$ cat src/rtl/ldq_pkg.sv
package ldq_pkg;
  localparam int DW       = 32;
  localparam int LEN_W    = 11;
  localparam int PORT_W   = 3;
  localparam int B_SOP    = 31;
  localparam int B_EOP    = 30;
  localparam int B_OWN    = 29;
  localparam int B_EOQ    = 28;
  localparam int B_TDC    = 27;
  localparam int B_CRC    = 26;
  localparam int B_DIR    = 20;
  localparam int B_PORT   = 16;
  localparam logic [DW-1:0] TD_MAGIC = 32'hFFFF_FFFC;

  typedef enum logic [3:0] {
    S_IDLE, S_F0, S_F1, S_F2, S_F3, S_CHK, S_MOVE, S_WB, S_ACK, S_TDCP, S_TDWAIT
  } ldq_state_e;

  function automatic logic [DW-1:0] wb_mode(logic [DW-1:0] m, logic [LEN_W-1:0] n, logic last);
    logic [DW-1:0] r;
    r = m;
    r[B_OWN] = 1'b0;
    r[LEN_W-1:0] = n;
    if (last) r[B_EOQ] = 1'b1;
    return r;
  endfunction

  function automatic logic [DW-1:0] td_mode(logic [DW-1:0] m);
    logic [DW-1:0] r;
    r = m;
    r[B_OWN] = 1'b0;
    r[B_TDC] = 1'b1;
    r[B_EOQ] = 1'b1;
    return r;
  endfunction
endpackage

$ cat src/rtl/ldq_td_ctrl.sv
module ldq_td_ctrl import ldq_pkg::*; #(
  parameter logic [DW-1:0] CHAN_ID = 32'd3
) (
  input  logic          clk_i,
  input  logic          rst_ni,
  input  logic          td_wr_i,
  input  logic [DW-1:0] wdata_i,
  input  logic          clr_i,
  output logic          pend_o
);
  always_ff @(posedge clk_i or negedge rst_ni) begin
    if (!rst_ni)                          pend_o <= 1'b0;
    else if (clr_i)                       pend_o <= 1'b0;
    else if (td_wr_i && wdata_i == CHAN_ID) pend_o <= 1'b1;
  end
endmodule

$ cat src/rtl/ldq_cpl_reg.sv
module ldq_cpl_reg import ldq_pkg::*; (
  input  logic          clk_i,
  input  logic          rst_ni,
  input  logic          set_i,
  input  logic [DW-1:0] val_i,
  input  logic          cp_wr_i,
  input  logic [DW-1:0] wdata_i,
  output logic [DW-1:0] cp_o,
  output logic          done_o,
  output logic          ack_o
);
  assign ack_o = done_o && cp_wr_i && (wdata_i == cp_o);

  always_ff @(posedge clk_i or negedge rst_ni) begin
    if (!rst_ni) begin
      cp_o   <= '0;
      done_o <= 1'b0;
    end else if (set_i) begin
      cp_o   <= val_i;
      done_o <= 1'b1;
    end else if (ack_o) begin
      done_o <= 1'b0;
    end
  end
endmodule

$ cat src/rtl/ldq_port_sel.sv
module ldq_port_sel import ldq_pkg::*; #(
  parameter bit IS_TX = 1'b1
) (
  input  logic              active_i,
  input  logic [DW-1:0]     mode_i,
  output logic [PORT_W-1:0] port_o,
  output logic              vld_o
);
  if (IS_TX) begin : g_tx
    assign vld_o  = active_i && mode_i[B_DIR];
    assign port_o = vld_o ? mode_i[B_PORT +: PORT_W] : '0;
  end else begin : g_rx
    assign vld_o  = 1'b0;
    assign port_o = '0;
  end
endmodule

$ cat src/rtl/ldq_engine.sv
module ldq_engine import ldq_pkg::*; #(
  parameter int            AW      = 8,
  parameter logic [DW-1:0] CHAN_ID = 32'd3,
  parameter bit            IS_TX   = 1'b1
) (
  input  logic              clk_i,
  input  logic              rst_ni,
  input  logic              hp_wr_i,
  input  logic              cp_wr_i,
  input  logic              td_wr_i,
  input  logic [DW-1:0]     host_wdata_i,
  output logic [DW-1:0]     cp_o,
  output logic              done_o,
  output logic              busy_o,
  output logic              ram_req_o,
  output logic              ram_we_o,
  output logic [AW-1:0]     ram_addr_o,
  output logic [DW-1:0]     ram_wdata_o,
  input  logic [DW-1:0]     ram_rdata_i,
  output logic              mv_req_o,
  output logic [DW-1:0]     mv_addr_o,
  output logic [LEN_W-1:0]  mv_len_o,
  output logic [PORT_W-1:0] mv_port_o,
  output logic              mv_port_vld_o,
  input  logic              mv_done_i,
  input  logic [LEN_W-1:0]  mv_bytes_i
);
  localparam logic [AW-1:0] OFS_BUF  = AW'(1);
  localparam logic [AW-1:0] OFS_LEN  = AW'(2);
  localparam logic [AW-1:0] OFS_MODE = AW'(3);

  ldq_state_e       state_q;
  logic [DW-1:0]    ptr_q, next_q, buf_q, mode_q;
  logic [LEN_W-1:0] len_q, bytes_q;
  logic [DW-1:0]    head_w;
  logic             td_pend, td_clr, cpl_set, ack_ok;
  logic [DW-1:0]    cpl_val;

  assign head_w = {host_wdata_i[DW-1:2], 2'b00};

  ldq_td_ctrl #(.CHAN_ID(CHAN_ID)) i_td (
    .clk_i, .rst_ni, .td_wr_i, .wdata_i(host_wdata_i), .clr_i(td_clr), .pend_o(td_pend)
  );

  ldq_cpl_reg i_cpl (
    .clk_i, .rst_ni, .set_i(cpl_set), .val_i(cpl_val), .cp_wr_i,
    .wdata_i(host_wdata_i), .cp_o, .done_o, .ack_o(ack_ok)
  );

  ldq_port_sel #(.IS_TX(IS_TX)) i_port (
    .active_i(mv_req_o), .mode_i(mode_q), .port_o(mv_port_o), .vld_o(mv_port_vld_o)
  );

  assign cpl_set   = (state_q == S_WB) || (state_q == S_TDCP);
  assign cpl_val   = (state_q == S_TDCP) ? TD_MAGIC : ptr_q;
  assign td_clr    = (state_q == S_TDWAIT) && ack_ok;
  assign busy_o    = (state_q != S_IDLE);
  assign mv_req_o  = (state_q == S_MOVE);
  assign mv_addr_o = buf_q;
  assign mv_len_o  = len_q;

  always_comb begin
    ram_req_o   = 1'b0;
    ram_we_o    = 1'b0;
    ram_addr_o  = ptr_q[AW-1:0];
    ram_wdata_o = '0;
    unique case (state_q)
      S_F0: ram_req_o = 1'b1;
      S_F1: begin ram_req_o = 1'b1; ram_addr_o = ptr_q[AW-1:0] + OFS_BUF;  end
      S_F2: begin ram_req_o = 1'b1; ram_addr_o = ptr_q[AW-1:0] + OFS_LEN;  end
      S_F3: begin ram_req_o = 1'b1; ram_addr_o = ptr_q[AW-1:0] + OFS_MODE; end
      S_CHK: if (td_pend && ram_rdata_i[B_OWN]) begin
        ram_req_o   = 1'b1;
        ram_we_o    = 1'b1;
        ram_addr_o  = ptr_q[AW-1:0] + OFS_MODE;
        ram_wdata_o = td_mode(ram_rdata_i);
      end
      S_WB: begin
        ram_req_o   = 1'b1;
        ram_we_o    = 1'b1;
        ram_addr_o  = ptr_q[AW-1:0] + OFS_MODE;
        ram_wdata_o = wb_mode(mode_q, bytes_q, next_q == '0);
      end
      default: ;
    endcase
  end

  always_ff @(posedge clk_i or negedge rst_ni) begin
    if (!rst_ni) begin
      state_q <= S_IDLE;
      ptr_q   <= '0;
      next_q  <= '0;
      buf_q   <= '0;
      mode_q  <= '0;
      len_q   <= '0;
      bytes_q <= '0;
    end else begin
      unique case (state_q)
        S_IDLE: begin
          if (td_pend) state_q <= S_TDCP;
          else if (hp_wr_i && head_w != '0) begin
            ptr_q   <= head_w;
            state_q <= S_F0;
          end
        end
        S_F0: state_q <= S_F1;
        S_F1: begin next_q <= {ram_rdata_i[DW-1:2], 2'b00}; state_q <= S_F2; end
        S_F2: begin buf_q  <= ram_rdata_i; state_q <= S_F3; end
        S_F3: begin len_q  <= ram_rdata_i[LEN_W-1:0]; state_q <= S_CHK; end
        S_CHK: begin
          mode_q <= ram_rdata_i;
          if (td_pend)                  state_q <= S_TDCP;
          else if (ram_rdata_i[B_OWN])  state_q <= S_MOVE;
          else                          state_q <= S_IDLE;
        end
        S_MOVE: if (mv_done_i) begin
          bytes_q <= mv_bytes_i;
          state_q <= S_WB;
        end
        S_WB: state_q <= S_ACK;
        S_ACK: if (ack_ok) begin
          if (next_q != '0) begin
            ptr_q   <= next_q;
            state_q <= S_F0;
          end else begin
            state_q <= S_IDLE;
          end
        end
        S_TDCP:   state_q <= S_TDWAIT;
        S_TDWAIT: if (ack_ok) state_q <= S_IDLE;
        default:  state_q <= S_IDLE;
      endcase
    end
  end
endmodule

$ cat config.mk
export PLATFORM = sky130hd
export DESIGN_NAME = ldq_engine
export DESIGN_NICKNAME = d
export VERILOG_FILES = /design/src/rtl/ldq_pkg.sv /design/src/rtl/ldq_td_ctrl.sv /design/src/rtl/ldq_cpl_reg.sv /design/src/rtl/ldq_port_sel.sv /design/src/rtl/ldq_engine.sv
export SDC_FILE = /design/constraint.sdc
export NUM_CORES = 1
export LEC_CHECK = 0
export ABC_AREA = 1
export BUFFER_PORTS_ARGS = -buffer_cell sky130_fd_sc_hd__buf_4
export CORE_MARGIN = 10
export CORE_UTILIZATION = 54
export DETAILED_ROUTE_END_ITERATION = 7
export PLACE_DENSITY = 0.89
export SYNTH_ARGS = -nofsm -noshare
export SYNTH_HDL_FRONTEND = slang
export SYNTH_SLANG_ARGS = --single-unit
$ cat constraint.sdc
create_clock -name clk_i -period 1.8 [get_ports clk_i]
set_input_delay 0.18 -clock clk_i [delete_from_list [all_inputs] [get_ports clk_i]]
set_output_delay 0.18 -clock clk_i [all_outputs]
set_load 0.02 [all_outputs]
After elaboration in Yosys (flattened, before gate mapping). Cells that the tools add are included.

Add/subtract/negate cells: 3. Equal/unequal tests: 19. Multiplexer cells: 28. Reductions and logical operators: 21.

Operators by type and width (count): 32-bit 2-to-1 mux (6); 32-bit case mux with 2 select lines (2); 32-bit nonzero test (2); 4-bit case mux with 11 select lines (1); 32-bit by 2-bit == test with 1-bit output, second input constant (1); 32-bit == test (1); 32-bit logical NOT (1); 8-bit case mux with 4 select lines (1); 4-bit 2-to-1 mux (6); 8-bit by 2-bit adder with 8-bit output, second input constant (2); 4-bit by 3-bit == test with 1-bit output, second input constant (4); 4-bit == test, second input constant (3); 2-bit != test, second input constant (6); 8-bit by 1-bit adder with 8-bit output, second input constant (1); 4-bit by 2-bit == test with 1-bit output, second input constant (2); 8-bit 2-to-1 mux (1); 1-bit logical AND (7); 1-bit 2-to-1 mux (7); 3-bit 2-to-1 mux (2); 2-bit nonzero test (3); 5-bit AND reduction (1); 5-bit OR reduction (1); 4-bit by 1-bit == test with 1-bit output, second input constant (1); 4-bit logical NOT (1); other kinds (7) (8).

Register bits after elaboration: 186. Input bits: 81. Output and inout bits: 124. Word-level logic and storage cells: 81.

Depth between registers and ports, before layout.
Word-level depth: 5. Depth in mapped cells: 14. Gate-level depth less buffers: 14.

By module. A second synthesis with hierarchy kept.

Cell total of the unflattened synthesis: 1242. Area, all modules: 9442.8 um^2.

Modules (own cells, without submodules): ldq_engine (times used 1, cells an instance 887, area each 7213.2 um^2, seq. area each 3753.6 um^2); ldq_cpl_reg (times used 1, cells an instance 317, area each 2030.7 um^2, seq. area each 825.8 um^2); ldq_td_ctrl (times used 1, cells an instance 30, area each 166.4 um^2, seq. area each 25.0 um^2); ldq_port_sel (times used 1, cells an instance 8, area each 32.5 um^2, seq. area each 0.0 um^2).

Worst setup path after synthesis. No wires, ideal clock.

Path kind: register to output. From: reg state_q[1]. To: out mv_port_o[0]. Data arrival time: 1.833 ns. Required time: 1.620 ns. Slack: -0.213 ns. Stages on the path, launching flop included: 9. Path buffers: 0. Cells stage by stage: dfrtp_1 inv_1 nor2_1 inv_1 nor2_1 inv_1 nor2_1 inv_1 nor2_1.

Cells in the longest elaborated chain, start to end: 3.

Ends and longest elaborated chain: from (decl) (RTL line ldq_engine.sv:32) `ldq_state_e state_q;`; from (signal assigned) (RTL line ldq_engine.sv:90) `state_q <= S_IDLE;`; from (signal assigned) (RTL line ldq_engine.sv:100) `if (td_pend) state_q <= S_TDCP;`; from (signal assigned) (RTL line ldq_engine.sv:103) `state_q <= S_F0;`; 4-bit by 3-bit == test with 1-bit output (RTL line ldq_engine.sv:58) `assign mv_req_o = (state_q == S_MOVE);`; via mv_req_o (RTL line ldq_engine.sv:20) `output logic mv_req_o,`; 1-bit logical AND (RTL line ldq_port_sel.sv:10) `assign vld_o = active_i && mode_i[B_DIR];`; via mv_port_vld_o (RTL line ldq_engine.sv:24) `output logic mv_port_vld_o,`; 3-bit 2-to-1 mux (RTL line ldq_port_sel.sv:11) `assign port_o = vld_o ? mode_i[B_PORT +: PORT_W] : '0;`; to (decl) (RTL line ldq_engine.sv:23) `output logic [PORT_W-1:0] mv_port_o,`.

The timed path passes the listed nets, and every way through them passes these cells.

Worst setup path after layout.
From: reg state_q[3]. To: out ram_wdata_o[21].

Cells in the longest elaborated chain, start to end: 2. Elaborated cells between the ends (all ways): 3. Classes of those cells: eq/ne (2); mux (1).

Ends and longest elaborated chain: 4-bit by 3-bit == test with 1-bit output (RTL line ldq_engine.sv:67) `unique case (state_q)`; 32-bit case mux with 2 select lines * (RTL line ldq_engine.sv:67); to (decl) (RTL line ldq_engine.sv:18) `output logic [DW-1:0] ram_wdata_o,`.

Mark *: on every way between the ends. The rest lies on a longest branch, timed or not.

==> reports/metrics.csv <==
metric,value,unit
status,"finished, violations left",
failed_checks,negative setup slack,
critical_path_arrival,1.93,ns
yosysSeqAreaShare,51.2,%
viasPerCell,5.76,
drive_gt1_share,34.5,%
synth.most_common_cell,nand2_1,
synth_commonest_cells,"nand2_1 (365), o21ai_0 (181), dfrtp_1 (170)",
setup_tns,-16.41,ns
diodes,0,
htree_levels,4,
place_area,0.0103,mm2
fin_nets,1455,
rows,45,
critPathKind,flop to output port,
portBuffers,201,
ff2ff_setup_slack,-0.24,ns
ys.flop_type,dfrtp_1,
grt_util_met3,7.84,%
start_util,54.8,%
fin_crit_sh,117,%
numCtsBuffers,17,
worstSkewPairLatency,0.44,ns
routabilityCongestion,0.916,
wl_per_cell,20.5,um
startpoint_type,flop,
p_leak,6.32,nW
synth_top_cell_area_share,51.2,%
hold_viol,0,
worst_hold_path_type,input port to flop,
async_flop_share,100,%
grt-ovfl-total,0,
cts.clk_slew.worst_paths,0.07,ns
cts_buffer_depth,2,
drt_iter0_markers,1343,
synthTopCellsByArea,"dfrtp_1 (51%), nand2_1 (17%), o21ai_0 (11%), inv_1 (6.0%), nor2_1 (3.8%)",
critPathCaptureType,output port,
path_max_fanout,7,
grt_max_degree,63,
clock.fmax,475,MHz
synthesis.instances,1103,
postRouteAntennaNets,0,
clock_skew,0.0138,ns
ioPinCount,205,
dp_hpwl,18.3,mm
rsz0062_at_grt,yes,
ys_types,23,
antenna_found_initial,0,
chipWidth,144,um
gr-usage-met2,44.0,%
setup_viol,76,
critPathRequiredTime,1.62,ns
fill_cells,795,
grtUsageMet1,33.3,%
finalMaxSlewViolations,0,
drc_errors,0,
grt_pass1_vias,8416,
power_per_cell_area,1800,mW/mm2
cts-root-buf,clkbuf_16,
dieHeight,144,um
synth_edf_count,0,
top_usage_layer,met2,
routed_wl,32.2,mm
syn_area,0.00830,mm2
final.min_clock_period,2.11,ns
track_usage,27.2,%
worst_hold_slack,0.0251,ns
coreArea,0.0151,mm2
cts_tree,done,
die_area,0.0207,mm2
cts_sinks,170,
fin_util,82.0,%
area_delta_synth_final,49.6,%
grt_pass1_wl,44.1,mm
maxCapViolations,0,
fin_ws,-0.305,ns
vias,9073,
yosysWarningCount,0,
ir_worst_vdd,1070,uV
synth.avg_cell_area,7.53,um2
p_total,22.4,mW
synth_area_leader_cell,dfrtp_1,
dr.pass1.iters,6,
stdcell_area,0.0124,mm2
ys_seq_elements,170,
-- worst max-delay path, cell delays in order, from the launching register on --
cell and delay [ns]:
dfrtp_1 0.40, inv_2 0.09, nand2_4 0.07, inv_2 0.07, nand2_4 0.06, nor2_4 0.15, clkinv_4 0.14, clkbuf_16 0.21
o21ai_4 0.15, buf_6 0.14
-- logic make-up (layout without fill, tap and decap cells) --
group                  count (synthesis)  in the layout  synth area share (%)
AND/OR/NAND/NOR                      498            498                  23.5
flip-flops                           170            170                  51.2
XOR/XNOR                               7              7                 0.739
multiplexers                          11             11                  1.49
AO/OA/AOI/OAI                        220            220                  13.4
buffers and inverters                196            478                  9.60
other                                  1              3                0.0452
-- final cells by class --
cell class              count  area, um2  area share, %
clock buffers              17        425           3.42
clock inverters            15        188           1.51
inverters                 138        539           4.34
multi-input cells         739       3970           32.0
flip-flops and latches    170       4260           34.3
well taps                 188        235           1.89
repair buffers            307       2800           22.6
repair inverters            1       5.00         0.0403
-- cell usage in the layout, fill, tap and decap left out, types with 5 or more instances in the layout --
cell and instances:
nand2_2 37, buf_6 48, dlygate4sd3_1 13, nand2_4 24, o21ai_0 155, buf_4 228, nand3_1 36, nor2_1 62
inv_2 9, dfrtp_1 168, o21ai_2 7, o21ai_4 18, nor2_4 19, clkbuf_16 19, inv_4 5, nand2_1 305
a21oi_1 30, inv_6 5, xnor2_1 6, nor2_2 9, mux2_2 11, inv_1 122, buf_16 5, buf_12 10
-- through the flow --
step	instances	setup slack (ns)
after CTS	1564	-0.239
after global placement	1482	-0.0347
after detailed placement	1482	-0.0801
after floorplan	1105	-0.0367
after global routing	1575	-0.398
final	1575	-0.305
-- worst paths after layout --
| path | depth (start not counted) | startpoint | endpoint |
|---|---|---|---|
| max in group asynchronous | 3 | rst_ni | mode_q[11]$_DFFE_PN0P_ |
| worst min-delay path | 3 | ram_rdata_i[19] | mode_q[19]$_DFFE_PN0P_ |
| worst min register to register | 2 | mv_addr_o[3]$_DFFE_PN0P_ | mv_addr_o[3]$_DFFE_PN0P_ |
| worst max-delay path | 9 | state_q[3]$_DFFE_PN0P_ | ram_wdata_o[21] |
| min in group asynchronous | 2 | rst_ni | i_cpl.cp_o[22]$_DFFE_PN0P_ |
| worst max register to register | 13 | state_q[0]$_DFFE_PN0P_ | ptr_q[13]$_DFFE_PN0P_ |
-- flip-flops by register name (all words and copies together) (netlist names) --
register / flops
i_cpl.done_o: 1
bytes_q: 11
next_q: 30
ptr_q: 30
mv_addr_o: 32
mode_q: 20
i_td.pend_o: 1
i_cpl.cp_o: 30
state_q: 4
mv_len_o: 11
-- power by group --
part / switching [mW] / internal (mW) / leakage [nW]
logic: 6.62 / 4.62 / 3.93
registers: 1.55 / 5.71 / 2.10
clock network: 1.67 / 2.21 / 0.297
-- routing by layer --
metal / vias up / share of wire (%)
met5: - / 0
met4: 0 / 5.3
met3: 137 / 10
met2: 639 / 48
met1: 4295 / 36
li1: 4002 / -
-- what timing repair did --
action | CTS | global route
pin swaps | 11 | 23
gates resized for setup | 130 | 140
gates cloned | 6 | 3
hold endpoints to repair | 50 | 0
setup buffers | 31 | 9
hold buffers | 13 | 0
setup endpoints to repair | 70 | 74
(Power assumes the default switching activity.)
